`src/rtl/pic_cmd_pkg.sv`:
```
package pic_cmd_pkg;

    localparam int LINES   = 8;
    localparam int LINE_W  = $clog2(LINES);
    localparam int DATA_W  = 8;

    // bit positions inside a command-port write
    localparam int B_INIT  = 4;
    localparam int B_RDCTL = 3;
    localparam int B_POLL  = 2;
    localparam int B_RSVAL = 1;
    localparam int B_SMEN  = 6;
    localparam int B_SMVAL = 5;

    typedef enum logic [1:0] {
        ST_READY     = 2'd0,
        ST_WANT_BASE = 2'd1,
        ST_WANT_SKIP = 2'd2,
        ST_WANT_MODE = 2'd3
    } init_state_e;

    typedef enum logic [2:0] {
        SC_ROT_OFF  = 3'd0,
        SC_EOI_TOP  = 3'd1,
        SC_NOP      = 3'd2,
        SC_EOI_LINE = 3'd3,
        SC_ROT_ON   = 3'd4,
        SC_EOI_ROT  = 3'd5,
        SC_SET_PRIO = 3'd6,
        SC_EOI_SETP = 3'd7
    } svc_code_e;

    typedef struct packed {
        logic       start_init;
        logic       data_wr;
        logic       read_ctl;
        logic       service;
        svc_code_e  code;
        logic [LINE_W-1:0] line;
        logic [DATA_W-1:0] data;
    } wr_cmd_t;

    function automatic logic [LINE_W-1:0] line_after(input logic [LINE_W-1:0] l);
        return l + 1'b1;
    endfunction

endpackage

```
`src/rtl/pic_wr_decode.sv`:
```
module pic_wr_decode
    import pic_cmd_pkg::*;
(
    input  logic              wr_en,
    input  logic              addr,
    input  logic [DATA_W-1:0] wr_data,
    output wr_cmd_t           cmd
);
    always_comb begin
        cmd            = '0;
        cmd.data       = wr_data;
        cmd.line       = wr_data[LINE_W-1:0];
        cmd.code       = svc_code_e'(wr_data[DATA_W-1:DATA_W-3]);
        cmd.data_wr    = wr_en && addr;
        cmd.start_init = wr_en && !addr && wr_data[B_INIT];
        cmd.read_ctl   = wr_en && !addr && !wr_data[B_INIT] && wr_data[B_RDCTL];
        cmd.service    = wr_en && !addr && !wr_data[B_INIT] && !wr_data[B_RDCTL];
    end
endmodule

```
`src/rtl/pic_init_seq.sv`:
```
module pic_init_seq
    import pic_cmd_pkg::*;
(
    input  logic              clk,
    input  logic              rst,
    input  logic              start_init,
    input  logic              data_wr,
    input  logic [DATA_W-1:0] data,
    output logic              mask_load,
    output logic              busy,
    output logic [DATA_W-1:0] vector_base,
    output logic              fully_nested,
    output logic              auto_eoi
);
    init_state_e state;
    logic        want_mode;

    assign busy      = (state != ST_READY);
    assign mask_load = data_wr && (state == ST_READY);

    always_ff @(posedge clk) begin
        if (rst) begin
            state        <= ST_READY;
            want_mode    <= 1'b0;
            vector_base  <= '0;
            fully_nested <= 1'b0;
            auto_eoi     <= 1'b0;
        end else if (start_init) begin
            state        <= ST_WANT_BASE;
            want_mode    <= data[0];
            vector_base  <= '0;
            fully_nested <= 1'b0;
            auto_eoi     <= 1'b0;
        end else if (data_wr) begin
            case (state)
                ST_WANT_BASE: begin
                    vector_base <= data & ~DATA_W'(LINES - 1);
                    state       <= ST_WANT_SKIP;
                end
                ST_WANT_SKIP: state <= want_mode ? ST_WANT_MODE : ST_READY;
                ST_WANT_MODE: begin
                    fully_nested <= data[4];
                    auto_eoi     <= data[1];
                    state        <= ST_READY;
                end
                default: state <= ST_READY;
            endcase
        end
    end
endmodule

```
`src/rtl/pic_ocw_flags.sv`:
```
module pic_ocw_flags
    import pic_cmd_pkg::*;
(
    input  logic              clk,
    input  logic              rst,
    input  logic              start_init,
    input  logic              read_ctl,
    input  logic              service,
    input  svc_code_e         code,
    input  logic [DATA_W-1:0] data,
    input  logic              poll_take,
    output logic              read_isr_sel,
    output logic              poll_armed,
    output logic              special_mask,
    output logic              rotate_auto_eoi
);
    always_ff @(posedge clk) begin
        if (rst || start_init) begin
            read_isr_sel    <= 1'b0;
            poll_armed      <= 1'b0;
            special_mask    <= 1'b0;
            rotate_auto_eoi <= 1'b0;
        end else begin
            if (poll_take)
                poll_armed <= 1'b0;
            if (read_ctl) begin
                if (data[B_POLL])
                    poll_armed <= 1'b1;
                if (data[B_RSVAL])
                    read_isr_sel <= data[0];
                if (data[B_SMEN])
                    special_mask <= data[B_SMVAL];
            end
            if (service && (code == SC_ROT_OFF || code == SC_ROT_ON))
                rotate_auto_eoi <= code[2];
        end
    end
endmodule

```
`src/rtl/pic_line_regs.sv`:
```
module pic_line_regs
    import pic_cmd_pkg::*;
#(
    parameter int N = LINES,
    localparam int LW = $clog2(N)
) (
    input  logic          clk,
    input  logic          rst,
    input  logic          start_init,
    input  logic          mask_load,
    input  logic          service,
    input  svc_code_e     code,
    input  logic [LW-1:0] line,
    input  logic [N-1:0]  data,
    input  logic          isr_top_valid,
    input  logic [LW-1:0] isr_top_line,
    input  logic          poll_take,
    input  logic          pend_valid,
    input  logic [LW-1:0] pend_line,
    input  logic [N-1:0]  req_set,
    input  logic [N-1:0]  isr_set,
    output logic [N-1:0]  irr,
    output logic [N-1:0]  isr,
    output logic [N-1:0]  imr,
    output logic [LW-1:0] prio_offset
);
    logic top_eoi, line_eoi;
    logic [N-1:0] irr_nx, isr_nx;
    logic [LW-1:0] off_nx;

    assign top_eoi  = service && isr_top_valid &&
                      (code == SC_EOI_TOP || code == SC_EOI_ROT);
    assign line_eoi = service && (code == SC_EOI_LINE || code == SC_EOI_SETP);

    for (genvar i = 0; i < N; i++) begin : g_line
        logic eoi_hit, poll_hit;
        assign eoi_hit  = (top_eoi && isr_top_line == LW'(i)) ||
                          (line_eoi && line == LW'(i));
        assign poll_hit = poll_take && pend_valid && pend_line == LW'(i);
        assign irr_nx[i] = (irr[i] && !poll_hit) || req_set[i];
        assign isr_nx[i] = (isr[i] && !eoi_hit && !poll_hit) || isr_set[i];
    end

    always_comb begin
        off_nx = prio_offset;
        if (service) begin
            case (code)
                SC_EOI_ROT:  if (isr_top_valid) off_nx = line_after(isr_top_line);
                SC_SET_PRIO: off_nx = line_after(line);
                SC_EOI_SETP: off_nx = line_after(line);
                default:     off_nx = prio_offset;
            endcase
        end
    end

    always_ff @(posedge clk) begin
        if (rst || start_init) begin
            irr         <= '0;
            isr         <= '0;
            imr         <= '0;
            prio_offset <= '0;
        end else begin
            irr         <= irr_nx;
            isr         <= isr_nx;
            prio_offset <= off_nx;
            if (mask_load)
                imr <= data;
        end
    end
endmodule

```
`src/rtl/pic_cmd_port.sv`:
```
module pic_cmd_port
    import pic_cmd_pkg::*;
(
    input  logic              clk,
    input  logic              rst,
    input  logic              wr_en,
    input  logic              rd_en,
    input  logic              addr,
    input  logic [DATA_W-1:0] wr_data,
    input  logic [LINES-1:0]  req_set,
    input  logic [LINES-1:0]  isr_set,
    input  logic              pend_valid,
    input  logic [LINE_W-1:0] pend_line,
    input  logic              isr_top_valid,
    input  logic [LINE_W-1:0] isr_top_line,
    output logic [DATA_W-1:0] rd_data,
    output logic [LINES-1:0]  irr,
    output logic [LINES-1:0]  isr,
    output logic [LINES-1:0]  imr,
    output logic [DATA_W-1:0] vector_base,
    output logic [LINE_W-1:0] prio_offset,
    output logic              fully_nested,
    output logic              auto_eoi,
    output logic              rotate_auto_eoi,
    output logic              special_mask,
    output logic              poll_armed,
    output logic              init_busy,
    output logic              int_clear
);
    wr_cmd_t cmd;
    logic    mask_load;
    logic    read_isr_sel;
    logic    poll_take;
    logic [DATA_W-1:0] rd_next;

    assign poll_take = rd_en && poll_armed;

    pic_wr_decode u_dec (
        .wr_en   (wr_en),
        .addr    (addr),
        .wr_data (wr_data),
        .cmd     (cmd)
    );

    pic_init_seq u_init (
        .clk          (clk),
        .rst          (rst),
        .start_init   (cmd.start_init),
        .data_wr      (cmd.data_wr),
        .data         (cmd.data),
        .mask_load    (mask_load),
        .busy         (init_busy),
        .vector_base  (vector_base),
        .fully_nested (fully_nested),
        .auto_eoi     (auto_eoi)
    );

    pic_ocw_flags u_flags (
        .clk             (clk),
        .rst             (rst),
        .start_init      (cmd.start_init),
        .read_ctl        (cmd.read_ctl),
        .service         (cmd.service),
        .code            (cmd.code),
        .data            (cmd.data),
        .poll_take       (poll_take),
        .read_isr_sel    (read_isr_sel),
        .poll_armed      (poll_armed),
        .special_mask    (special_mask),
        .rotate_auto_eoi (rotate_auto_eoi)
    );

    pic_line_regs #(.N(LINES)) u_lines (
        .clk           (clk),
        .rst           (rst),
        .start_init    (cmd.start_init),
        .mask_load     (mask_load),
        .service       (cmd.service),
        .code          (cmd.code),
        .line          (cmd.line),
        .data          (cmd.data),
        .isr_top_valid (isr_top_valid),
        .isr_top_line  (isr_top_line),
        .poll_take     (poll_take),
        .pend_valid    (pend_valid),
        .pend_line     (pend_line),
        .req_set       (req_set),
        .isr_set       (isr_set),
        .irr           (irr),
        .isr           (isr),
        .imr           (imr),
        .prio_offset   (prio_offset)
    );

    always_comb begin
        if (poll_armed)
            rd_next = pend_valid ? DATA_W'(pend_line) : '0;
        else if (addr)
            rd_next = imr;
        else
            rd_next = read_isr_sel ? isr : irr;
    end

    always_ff @(posedge clk) begin
        if (rst) begin
            rd_data   <= '0;
            int_clear <= 1'b0;
        end else begin
            int_clear <= cmd.start_init;
            if (rd_en)
                rd_data <= rd_next;
        end
    end
endmodule

```
`config.mk`:
```
export PLATFORM = sky130hd
export DESIGN_NAME = pic_cmd_port
export DESIGN_NICKNAME = d
export VERILOG_FILES = /design/src/rtl/pic_cmd_pkg.sv /design/src/rtl/pic_wr_decode.sv /design/src/rtl/pic_init_seq.sv /design/src/rtl/pic_ocw_flags.sv /design/src/rtl/pic_line_regs.sv /design/src/rtl/pic_cmd_port.sv
export SDC_FILE = /design/constraint.sdc
export NUM_CORES = 1
export LEC_CHECK = 0
export BUFFER_PORTS_ARGS = -buffer_cell sky130_fd_sc_hd__buf_4
export CORE_MARGIN = 5
export CORE_UTILIZATION = 35
export CTS_CLUSTER_SIZE = 30
export DETAILED_ROUTE_END_ITERATION = 8
export PLACE_DENSITY = 0.59
export SLEW_MARGIN = 20
export SYNTH_ARGS = -nofsm -noshare
export SYNTH_HDL_FRONTEND = slang
export SYNTH_SLANG_ARGS = --single-unit
```
`constraint.sdc`:
```
create_clock -name clk -period 2.2 [get_ports clk]
set_input_delay 0.66 -clock clk [delete_from_list [all_inputs] [get_ports clk]]
set_output_delay 0.66 -clock clk [all_outputs]
set_load 0.005 [all_outputs]
```
; ---- After elaboration in Yosys (flattened, before gate mapping)
; Index checks and enable logic that the tools add are counted.
[classes]
n_eq_ne = 31
reduce_logical = 123
add_sub_neg = 2
muxes = 13
[ops]
columns = op, count
row1 = 1-bit logical AND, 61
row2 = "3-bit equality test, second input constant", 16
row3 = 1-bit logical OR, 28
row4 = 8-bit two-way mux, 3
row5 = "3-bit by 2-bit equality test with 1-bit output, second input constant", 7
row6 = 1-bit zero test, 19
row7 = "3-bit by 1-bit equality test with 1-bit output, second input constant", 4
row8 = 3-bit zero test, 4
row9 = 2-bit AND reduction, 4
row10 = "3-bit by 1-bit adder with 3-bit output, second input constant", 2
row11 = 3-bit two-way mux, 2
row12 = 3-bit one-hot mux with 2 select lines, 1
row13 = 2-bit nonzero test, 3
row14 = 1-bit two-way mux, 5
row15 = "2-bit equality test, second input constant", 2
row16 = 2-bit one-hot mux with 2 select lines, 1
row17 = 2-bit OR reduction, 2
row18 = 3-bit AND reduction, 1
row19 = "2-bit by 1-bit equality test with 1-bit output, second input constant", 1
row20 = 2-bit zero test, 1
row21 = 2-bit two-way mux, 1
row22 = "2-bit != test, second input constant", 1
[totals]
output_inout_bits = 50
word_cells = 185
input_bits = 37
regBits = 50

; ---- Logic depth before layout (Yosys ltp)
; Gate-level depths: netlist (run 1).
[depth]
depth_word = 12
ltp_mapped = 7
mapped_depth_nobuf = 6

; ---- Modules after synthesis
; A second synthesis (run 1) with hierarchy kept.
[unflattened]
hier_cells = 298
area_unflattened_um2 = 2676.3
[by_module_without_submodules]
columns = mod, area_per_inst_um2, seq_area_each_um2, cells_per_inst, instances
row1 = pic_line_regs, 1246.2, 540.5, 144, 1
row2 = pic_cmd_port, 555.5, 180.2, 60, 1
row3 = pic_init_seq, 543.0, 200.2, 58, 1
row4 = pic_ocw_flags, 183.9, 80.1, 18, 1
row5 = pic_wr_decode, 147.6, 0.0, 18, 1

; ---- Worst setup path after synthesis (run 1)
; Ideal clock, no wire load.
[synth_path]
path_type = input-to-reg
startpoint = in wr_data[6]
endpoint = reg u_lines.prio_offset[2]
stages = 7
setup_slack_ns = 0.185
path_buffers = 1
setup_ns = 0.070
t_required_ns = 2.130
t_arrival_ns = 1.945
path_cell_list = buf_2 -> nand2_1 -> mux2_2 -> ha_1 -> o21ai_0 -> or3b_1 -> a21oi_1
[synth_via]
elab_chain_cells = 4
word_cells_on_any_way = 8
classes_between = 4 x eq/ne / 1 x mux / 3 x reduce/logical
[synth_lines]
columns = element, line
row1 = from (decl), pic_cmd_port.sv:9  ; input logic [DATA_W-1:0] wr_data,
row2 = 3-bit equality test, pic_line_regs.sv:47  ; case (code)
row3 = 2-bit OR reduction (no line), --
row4 = 2-bit nonzero test (no line), --
row5 = 3-bit AND reduction (no line), --
row6 = to (signal assigned), pic_line_regs.sv:65  ; prio_offset <= off_nx;
row7 = to (decl), pic_line_regs.sv:25  ; output logic [LW-1:0] prio_offset
; Several ways; a longest one is shown, not always the timed one.
; A chain may end at the register's enable or synchronous reset.

; ---- Worst setup path in the final report (run 1)
[layout_path]
startpoint = reg u_init.state[0]
endpoint = out init_busy
[layout_via]
elab_chain_cells = 1
[layout_lines]
columns = element, line
row1 = from (decl), pic_init_seq.sv:15  ; init_state_e state;
row2 = from (signal assigned), pic_init_seq.sv:40  ; ST_WANT_SKIP: state <= want_mode ? ST_WANT_MODE : ST_READY;
row3 = 2-bit nonzero test, pic_init_seq.sv:18  ; assign busy = (state != ST_READY);
row4 = to (decl), pic_cmd_port.sv:27  ; output logic init_busy,
; No other way between the ends.

==> results of run 1 <==
## cells in the mapped netlist (all sizes together) (5+ instances only)
cell	n	area, um2
nand3	26	135
mux2i	24	240
a41oi	8	70.1
nor2b	12	75.1
a21oi	23	115
clkbuf	8	30.0
ha	5	62.6
nor2	47	176
buf	11	62.6
nand2	24	90.1
dfxtp	50	1000
o21ai	10	50.1
## final cells by class
class | instances | share of cell area [%]
timing repair buffer | 87 | 20.9
sequential | 50 | 31.4
clock buffer | 6 | 2.59
multi-input combinational | 214 | 40.9
inverter | 4 | 0.472
clock inverter | 2 | 0.550
tap | 80 | 3.14
## state kept, by name, summed over array words and instances (netlist names), 2 cells and up
signal and cells:
rd_data 8, u_lines.imr 8, u_lines.irr 8, u_lines.isr 8, u_init.vector_base 5, u_lines.prio_offset 3, u_init.state 2
## worst paths after layout
| check | start | to | slack, ns | cells past startpoint |
|---|---|---|---|---|
| worst min-delay path | u_lines.prio_offset[2] | u_lines.prio_offset[2] | 0.47 | 2 |
| worst max register to register | u_flags.read_isr_sel | rd_data[0] | 0.71 | 4 |
| worst min register to register | u_lines.prio_offset[2] | u_lines.prio_offset[2] | 0.47 | 2 |
| worst max-delay path | u_init.state[0] | init_busy | 0.38 | 4 |
## routing by layer
layer / track usage (%) / up-vias
met5: 0 / -
met4: 3.42 / 0
met3: 4.31 / 6
met2: 26.6 / 67
met1: 22.7 / 1042
li1: - / 1144
## power by group through the flow
stage	clock [mW]	sequential (mW)	combinational (mW)
6_report	0.575	0.977	0.307
5_1_grt	0.639	0.984	0.342
4_1_cts	0.596	0.978	0.310
3_5_place_dp	0	0.999	0.309
3_3_place_gp	0	0.999	0.305
2_1_floorplan	0	0.995	0.141
## kinds of logic (layout without fill, tap and decap cells)
family | after synthesis | count (layout)
AND/OR/NAND/NOR | 132 | 132
flip-flops | 50 | 50
AO/OA/AOI/OAI | 47 | 47
multiplexers | 27 | 27
buffers and inverters | 23 | 99
adder cells (fa/ha/maj) | 5 | 5
other | 1 | 3
## stage by stage
step           util, %  total power [mW]  instance area [um2]  cells
2_1_floorplan        -              1.14                 2410    287
3_3_place_gp      45.9              1.30                 3080    435
3_5_place_dp      45.9              1.31                 3080    435
4_1_cts           47.4              1.88                 3180    443
5_1_grt           47.4              1.96                 3180    443
6_report          47.4              1.86                 3180    443
## worst min-delay path, cell delays in order (launching register included)
cell and delay (ns):
dfxtp_1 0.33, nand2_1 0.05, a21oi_1 0.05
==> impl_metrics.py, run 1 <==
metrics = {
    "run_status": {
        "status": "complete, no violations",
    },
    "clocking": {
        "hold_buffers": 0,
        "clock_sinks": 50,
        "numCtsBuffers": 5,
        "post_cts_buffers": 0,
        "cts_tree": "done",
        "h-tree-depth": 2,
        "clk_pin_slew_ns": 0.09,
        "cts_root_buf": "clkbuf_8",
        "insertion_delay_ns": 0.30,
        "cts_resized": 0,
        "clockBufferDepth": 2,
    },
    "global_route": {
        "grt_max_degree": 36,
        "grt-ovfl-total": 0,
        "grt_pass1_vias": 2255,
        "grt_usage_pct": 16.6,
        "antenna_found_initial": 0,
        "grt_pass1_wl_um": 11400,
    },
    "floorplanning": {
        "fp.dieH_um": 92.8,
        "fp.coreArea_um2": 6720,
        "ioPinCount": 87,
        "dieArea_um2": 8620,
        "die_w_um": 92.8,
        "core.rowCount": 30,
        "initial_utilization_pct": 35.8,
    },
    "sta": {
        "fin_crit_sh_pct": 82.6,
        "holdWs_ns": 0.467,
        "finalHoldViolCount": 0,
        "rsz0062_at_grt": "no",
        "clock.fmax_mhz": 550,
        "setup_viol": 0,
        "worstMarginPinSlew_ns": 0.540,
        "slew_violations": 0,
        "fin_skew_ns": 0.00924,
        "min_period_ns": 1.82,
        "setup_tns_ns": 0,
        "relSlewSlack_pct": 63.9,
        "worst_slack_ns": 0.383,
    },
    "logic_synthesis": {
        "synth-edff-count": 0,
        "synth_top_family_by_area": "simple AND/OR/NAND/NOR gates",
        "ys_async_sr_fraction_pct": 0,
        "synth-simple-area-share_pct": 27.9,
        "synth_compound_area_share_pct": 11.8,
        "syn_area_per_cell_um2": 8.43,
        "synth_area_um2": 2400,
        "yosys-mux-area-fraction_pct": 11.4,
        "synthAdderAreaFrac_pct": 2.60,
        "syn_inst": 285,
        "synth_seq_cells": 50,
        "synthFlopType": "dfxtp_1",
        "synth_cell_type_count": 36,
        "ys_warn_count": 0,
        "ys_seq_area_share_pct": 41.7,
        "synth_xor_area_share_pct": 0,
    },
    "power": {
        "pwr-share-comb_pct": 16.5,
        "p_int_mw": 1.36,
        "clkPwrFrac_pct": 30.9,
        "p_sw_share_pct": 26.7,
        "p_leak_nw": 1.40,
        "ir_worst_vdd_v": 0.000232,
        "seqPwrFrac_pct": 52.6,
        "p_switching_mw": 0.497,
        "power_density_nw_per_um2": 584,
    },
    "critical_path": {
        "cp.arrival_ns": 1.16,
        "worstPathCellList": "inv_1 -> ha_1 -> inv_1 -> buf_4",
        "path_common_cell": "inv_1",
        "cp_max_fo": 3,
        "cp-end-kind": "primary output",
        "path_buf_inv": 3,
        "startpoint_type": "register",
        "crit_path_max_incr_delay_ns": 0.37,
        "crit_required_ns": 1.54,
        "critPathKind": "register to primary output",
        "crit_family": "flip-flops",
        "cpMaxStageDelayCell": "dfxtp_1",
    },
    "routing": {
        "firstDrtPassIters": 4,
        "drtIter0Drc": 91,
        "viasPerCell": 5.10,
        "routed.top_layer": "met4",
        "drc": 0,
        "met1_length_um": 3360,
        "wirelength_um": 7000,
        "avgRoutedWirePerCell_um": 15.8,
        "vias": 2259,
        "ant_nets": 0,
        "route.met3.wl_um": 427,
        "dr_wl_met2_um": 3150,
    },
    "final_layout": {
        "final_common_cell": "buf_4",
        "final_cell_mix": "86 x buf_4, 50 x dfxtp_1, 47 x nor2_1",
        "syn2layout_area_growth_pct": 32.5,
        "fillers": 683,
        "multiInputGateArea_um2": 1300,
        "area.sequential_um2": 1000,
        "n_antenna_cell": 0,
        "drive_above_1_share_pct": 28.1,
        "nets": 404,
    },
    "place": {
        "io_buffers": 83,
        "dpl_worst_slack_ns": 0.132,
        "place_congestion": 0.846,
        "hpwl_um": 5370,
    },
    "flow_run": {
        "drv_cap": 0,
    },
    "min_path": {
        "hold_path_class": "register to register",
    },
}
No activity file was read; power rests on OpenSTA's default activity.
==> run 2: changes to the inputs <==
--- a/config.mk
+++ b/config.mk
@@ -5,12 +5,13 @@
 export SDC_FILE = /design/constraint.sdc
 export NUM_CORES = 1
 export LEC_CHECK = 0
+export ABC_AREA = 1
 export BUFFER_PORTS_ARGS = -buffer_cell sky130_fd_sc_hd__buf_4
 export CORE_MARGIN = 5
 export CORE_UTILIZATION = 35
 export CTS_CLUSTER_SIZE = 30
 export DETAILED_ROUTE_END_ITERATION = 8
-export PLACE_DENSITY = 0.59
+export PLACE_DENSITY = 0.6
 export SLEW_MARGIN = 20
 export SYNTH_ARGS = -nofsm -noshare
 export SYNTH_HDL_FRONTEND = slang
==> constraint.sdc (replaced) <==
create_clock -name clk -period 1.6 [get_ports clk]
set_input_delay 0.48 -clock clk [delete_from_list [all_inputs] [get_ports clk]]
set_output_delay 0.48 -clock clk [all_outputs]
set_load 0.005 [all_outputs]
==> run 2 against run 1 <==
- register-to-register slack got worse by 0.38 ns
- sequential cell count stayed put
- power grew 39%
- worst setup slack got worse by 0.32 ns
- clock skew decreased by 0.0042 ns
- hold slack got worse by 0.087 ns
- non-clock buffer count increased by 9
- global-route usage shrank 0.35 points
- synthesized cell count increased by 31%
- largest power group unchanged
==> impl_metrics.py, run 2 <==
metrics = {
    "run_status": {
        "status": "complete, no violations",
    },
    "routing": {
        "drtIter0Drc": 133,
        "wirelength_um": 7310,
        "avgRoutedWirePerCell_um": 13.1,
        "firstDrtPassIters": 6,
        "viasPerCell": 4.69,
        "drc": 0,
        "ant_nets": 0,
        "vias": 2605,
    },
    "global_route": {
        "antenna_found_initial": 0,
        "grt_pass1_wl_um": 11600,
        "grt_pass1_vias": 2421,
        "grt-ovfl-total": 0,
        "grt_usage_pct": 16.3,
        "grt_max_degree": 20,
    },
    "sta": {
        "min_period_ns": 1.53,
        "clock.fmax_mhz": 652,
        "finalHoldViolCount": 0,
        "setup_tns_ns": 0,
        "setup_viol": 0,
        "slew_violations": 0,
        "fin_crit_sh_pct": 95.8,
        "holdWs_ns": 0.379,
        "worst_slack_ns": 0.0668,
        "rsz0062_at_grt": "no",
        "fin_skew_ns": 0.00503,
    },
    "floorplanning": {
        "initial_utilization_pct": 35.8,
        "fp.dieH_um": 95.9,
        "ioPinCount": 87,
        "die_w_um": 95.9,
        "fp.coreArea_um2": 7210,
        "dieArea_um2": 9200,
        "core.rowCount": 31,
    },
    "critical_path": {
        "startpoint_type": "register",
        "critPathKind": "register to primary output",
        "reg2regPathDepth": 7,
        "cp-end-kind": "primary output",
        "cp.arrival_ns": 1.05,
        "crit_required_ns": 1.12,
        "cp_max_fo": 3,
    },
    "logic_synthesis": {
        "synthTopCellsByArea": "dfxtp_1 39%, a21oi_1 8.3%, nor2_1 8.0%",
        "synth.most_common_cell": "nor2_1",
        "synth_cell_type_count": 32,
        "synth_area_um2": 2580,
        "ys_seq_area_share_pct": 38.8,
        "synthFlopType": "dfxtp_1",
        "syn_inst": 372,
        "syn_area_per_cell_um2": 6.94,
        "synth_commonest_cells": "55 x nor2_1, 52 x inv_1, 52 x nand2_1, 50 x dfxtp_1, 43 x a21oi_1",
        "synthDominantCellAreaShare_pct": 38.8,
        "yosysTopAreaCell": "dfxtp_1",
        "synth-edff-count": 0,
        "synth_seq_cells": 50,
        "ys_async_sr_fraction_pct": 0,
        "ys_warn_count": 0,
    },
    "final_layout": {
        "drive_above_1_share_pct": 26.5,
        "fillers": 775,
        "nets": 500,
        "syn2layout_area_growth_pct": 31.3,
        "final_common_cell": "buf_4",
        "fin_util_pct": 47.0,
        "final_cell_mix": "96 x buf_4, 55 x nor2_1, 52 x inv_1, 52 x nand2_1, 48 x dfxtp_1",
        "n_antenna_cell": 0,
        "finish.instance_area_um2": 3390,
    },
    "place": {
        "io_buffers": 83,
        "placed_area_um2": 3280,
        "hpwl_um": 5870,
        "dpl_worst_slack_ns": 0.0805,
        "place_congestion": 0.890,
    },
    "clocking": {
        "clockBufferDepth": 2,
        "hold_buffers": 0,
        "clock_sinks": 50,
        "numCtsBuffers": 5,
        "cts_root_buf": "clkbuf_8",
        "clk_pin_slew_ns": 0.09,
        "insertion_delay_ns": 0.30,
        "h-tree-depth": 2,
        "cts_tree": "done",
    },
    "flow_run": {
        "drv_cap": 0,
    },
    "min_path": {
        "hold-path-cell-count": 3,
        "hold_path_class": "primary input to register",
    },
    "power": {
        "power_density_nw_per_um2": 764,
        "ir_worst_vdd_v": 0.000261,
        "p_leak_nw": 1.57,
    },
}
run 2: changes by cell type in the layout (fill, tap and decap cells not counted), moves of 9 or more:
cell,previous run,this run
mux2i_1,24,0
a21oi_1,23,43
nor2b_1,12,0
nand2_1,24,52
o21ai_0,10,24
buf_4,86,96
o21ai_1,0,9
inv_1,4,52
run 2: final timing paths:
check | from | to | slack, ns
setup / recovery | u_init.state[1] | init_busy | 0.07
hold / removal | req_set[5] | u_lines.irr[5] | 0.38
setup reg to reg | u_flags.poll_armed | u_lines.isr[0] | 0.33
hold reg to reg | rd_data[5] | rd_data[5] | 0.47
run 2: per-layer routing:
metal | vias to the layer above | share of wire, % | GRT usage [%]
met4 | 0 | 1.1 | 4.98
met3 | 9 | 6.4 | 3.36
met1 | 1168 | 44 | 21.5
li1 | 1349 | - | -
met5 | - | 0 | 0
met2 | 79 | 48 | 26.6
run 2: area by class of cell:
class	instances	area [um2]	share of cell area, %
Timing Repair Buffer	96	721	21.3
Multi-Input combinational cell	248	1240	36.6
Inverter	57	219	6.46
Tap cell	99	124	3.65
Clock buffer	6	82.6	2.44
Sequential cell	50	1000	29.6
run 2: per-stage QoR:
step | total power, mW | cells
floorplan | 1.64 | 374
global placement | 1.88 | 547
detailed placement | 1.88 | 547
CTS | 2.62 | 554
global route | 2.74 | 556
finish | 2.59 | 556
run 2: cells by family (layout without fill, tap and decap cells):
kind of cell | Yosys count | count (layout) | synth area share [%]
and+or+nand+nor | 157 | 157 | 28.3
xor gates and xnor gates | 1 | 1 | 0.339
adders and majority gates | 5 | 5 | 2.42
AOI/OAI and AO/OA | 82 | 82 | 16.5
other | 1 | 3 | 0.145
buffers and inverters | 76 | 159 | 13.6
DFF | 50 | 50 | 38.8
run 2: power breakdown:
group	leakage [nW]	switching, mW	internal, mW	total (mW)
sequential	0.411	0.0406	1.31	1.35
combinational	1.12	0.267	0.240	0.507
clock	0.0431	0.399	0.334	0.733
run 2: repair_timing:
| item | CTS | global route |
|---|---|---|
| setup endpoints to repair | 1 | 1 |
| setup buffers | 1 | 2 |
| pin swaps | 0 | 1 |
| gates resized for setup | 2 | 1 |
run 2: critical path, cell delays in order (launching register included):
cell,delay [ns]
dfxtp_2,0.34
inv_1,0.08
ha_2,0.18
inv_1,0.04
buf_4,0.12
==> run 3: changes to the inputs <==
--- a/config.mk
+++ b/config.mk
@@ -11,7 +11,7 @@
 export CORE_UTILIZATION = 35
 export CTS_CLUSTER_SIZE = 30
 export DETAILED_ROUTE_END_ITERATION = 8
-export PLACE_DENSITY = 0.6
+export PLACE_DENSITY = 0.58
 export SLEW_MARGIN = 20
 export SYNTH_ARGS = -nofsm -noshare
 export SYNTH_HDL_FRONTEND = slang
==> constraint.sdc (replaced) <==
create_clock -name clk -period 1.98 [get_ports clk]
set_input_delay 0.594 -clock clk [delete_from_list [all_inputs] [get_ports clk]]
set_output_delay 0.594 -clock clk [all_outputs]
set_load 0.005 [all_outputs]
==> run 3 against run 2 <==
- utilization decreased by 1.2 points
- critical path type unchanged
- largest cell class unchanged
- final area decreased by 2.5%
- register-to-register slack gained 0.38 ns
- power decreased by 19%
- count of clock-buffer cells in the layout up 1
==> impl_metrics.py, run 3 (synthesis gave the netlist of run 2 again) <==
metrics = {
    "final_layout": {
        "nets": 488,
        "final_cell_mix": "84 x buf_4, 55 x nor2_1, 52 x inv_1, 52 x nand2_1, 50 x dfxtp_1",
        "drive_above_1_share_pct": 23.9,
        "syn2layout_area_growth_pct": 28.0,
        "final_common_cell": "buf_4",
        "n_antenna_cell": 0,
    },
    "clocking": {
        "h-tree-depth": 2,
        "clock_sinks": 50,
        "clk_pin_slew_ns": 0.09,
        "hold_buffers": 0,
        "cts_tree": "done",
        "clockBufferDepth": 2,
        "cts_root_buf": "clkbuf_8",
        "numCtsBuffers": 5,
        "cts_resized": 0,
        "insertion_delay_ns": 0.30,
        "post_cts_buffers": 0,
    },
    "global_route": {
        "grt_max_degree": 20,
        "grt-ovfl-total": 0,
        "antenna_found_initial": 0,
        "grt_pass1_vias": 2360,
        "grt_usage_pct": 15.6,
        "grt_pass1_wl_um": 11200,
    },
    "sta": {
        "min_period_ns": 1.77,
        "finalHoldViolCount": 0,
        "slew_violations": 0,
        "setup_tns_ns": 0,
        "fin_crit_sh_pct": 89.6,
        "clock.fmax_mhz": 564,
        "rsz0062_at_grt": "no",
        "setup_viol": 0,
        "fin_skew_ns": 0.00672,
    },
    "floorplanning": {
        "fp.coreArea_um2": 7210,
        "initial_utilization_pct": 35.8,
        "die_w_um": 95.9,
        "fp.dieH_um": 95.9,
        "core.rowCount": 31,
        "ioPinCount": 87,
        "dieArea_um2": 9200,
    },
    "power": {
        "power_density_nw_per_um2": 634,
        "p_int_mw": 1.52,
        "p_switching_mw": 0.576,
        "p_leak_nw": 1.52,
        "clkPwrFrac_pct": 29.4,
        "pwr-share-comb_pct": 18.5,
        "ir_worst_vdd_v": 0.000281,
        "seqPwrFrac_pct": 52.1,
        "power_mw": 2.09,
        "p_sw_share_pct": 27.5,
    },
    "critical_path": {
        "cp_max_fo": 4,
        "cp-end-kind": "primary output",
        "cp.arrival_ns": 1.18,
        "crit_required_ns": 1.39,
        "critPathKind": "register to primary output",
        "startpoint_type": "register",
    },
    "routing": {
        "drc": 0,
        "vias": 2560,
        "viasPerCell": 4.69,
        "wirelength_um": 7080,
        "ant_nets": 0,
        "firstDrtPassIters": 4,
        "drtIter0Drc": 81,
        "avgRoutedWirePerCell_um": 13.0,
    },
    "flow_run": {
        "drv_cap": 0,
    },
    "place": {
        "hpwl_um": 5710,
        "place_congestion": 0.875,
        "io_buffers": 83,
    },
    "min_path": {
        "hold_path_class": "register to register",
    },
    "run_status": {
        "status": "complete, no violations",
    },
}
## run 3: changes by cell type in the layout (fill, tap and decap cells not counted)
cell	previous run	this run
buf_4	96	84
clkbuf_1	0	1
clkinv_2	0	1
dfxtp_1	48	50
dfxtp_2	2	0
ha_1	4	5
ha_2	1	0
## run 3: layout make-up
class	instances	area [um2]
clock buffers	7	86.3
clock inverters	1	5.00
repair buffers	84	631
multi-input cells	248	1240
inverters	57	219
fillers	780	3910
well taps	99	124
flip-flops and latches	50	1000
## run 3: critical path, stage by stage, from the launching register on
cell	delay [ns]
dfxtp_1	0.41
inv_1	0.08
ha_1	0.23
inv_1	0.06
buf_4	0.10
## run 3: stage by stage
stage | instance area, um2 | utilization [%] | hold WS [ns] | setup slack, ns | cells
4_1_cts | 3300 | 45.8 | 0.469 | 0.194 | 546
5_1_grt | 3300 | 45.8 | 0.481 | 0.126 | 546
6_report | 3300 | 45.8 | 0.466 | 0.206 | 546
2_1_floorplan | 2590 | - | 0.442 | 0.459 | 374
3_3_place_gp | 3210 | 44.5 | 0.454 | 0.278 | 538
3_5_place_dp | 3210 | 44.5 | 0.455 | 0.237 | 538
## run 3: final timing paths
check,slack [ns],cells after the start,endpoint,startpoint
worst min register to register,0.47,2,u_init.auto_eoi,u_init.auto_eoi
worst max register to register,0.71,7,u_lines.isr[4],u_flags.poll_armed
worst max-delay path,0.21,4,init_busy,u_init.state[0]
worst min-delay path,0.47,2,u_init.auto_eoi,u_init.auto_eoi
## run 3: layer usage
metal / up-vias / wire, um / GRT usage [%]
li1: 1339 / - / -
met1: 1149 / 3180 / 21.2
met2: 68 / 3380 / 25.5
met3: 4 / 445 / 2.50
met4: 0 / 72 / 4.50
met5: - / 0 / 0
## run 3: power groups by stage
stage               Combinational, mW  Sequential [mW]  Clock (mW)
floorplan                       0.209             1.11           0
global placement                0.388             1.12           0
detailed placement              0.391             1.12           0
CTS                             0.392             1.09       0.631
global route                    0.439             1.10       0.671
finish                          0.387             1.09       0.616
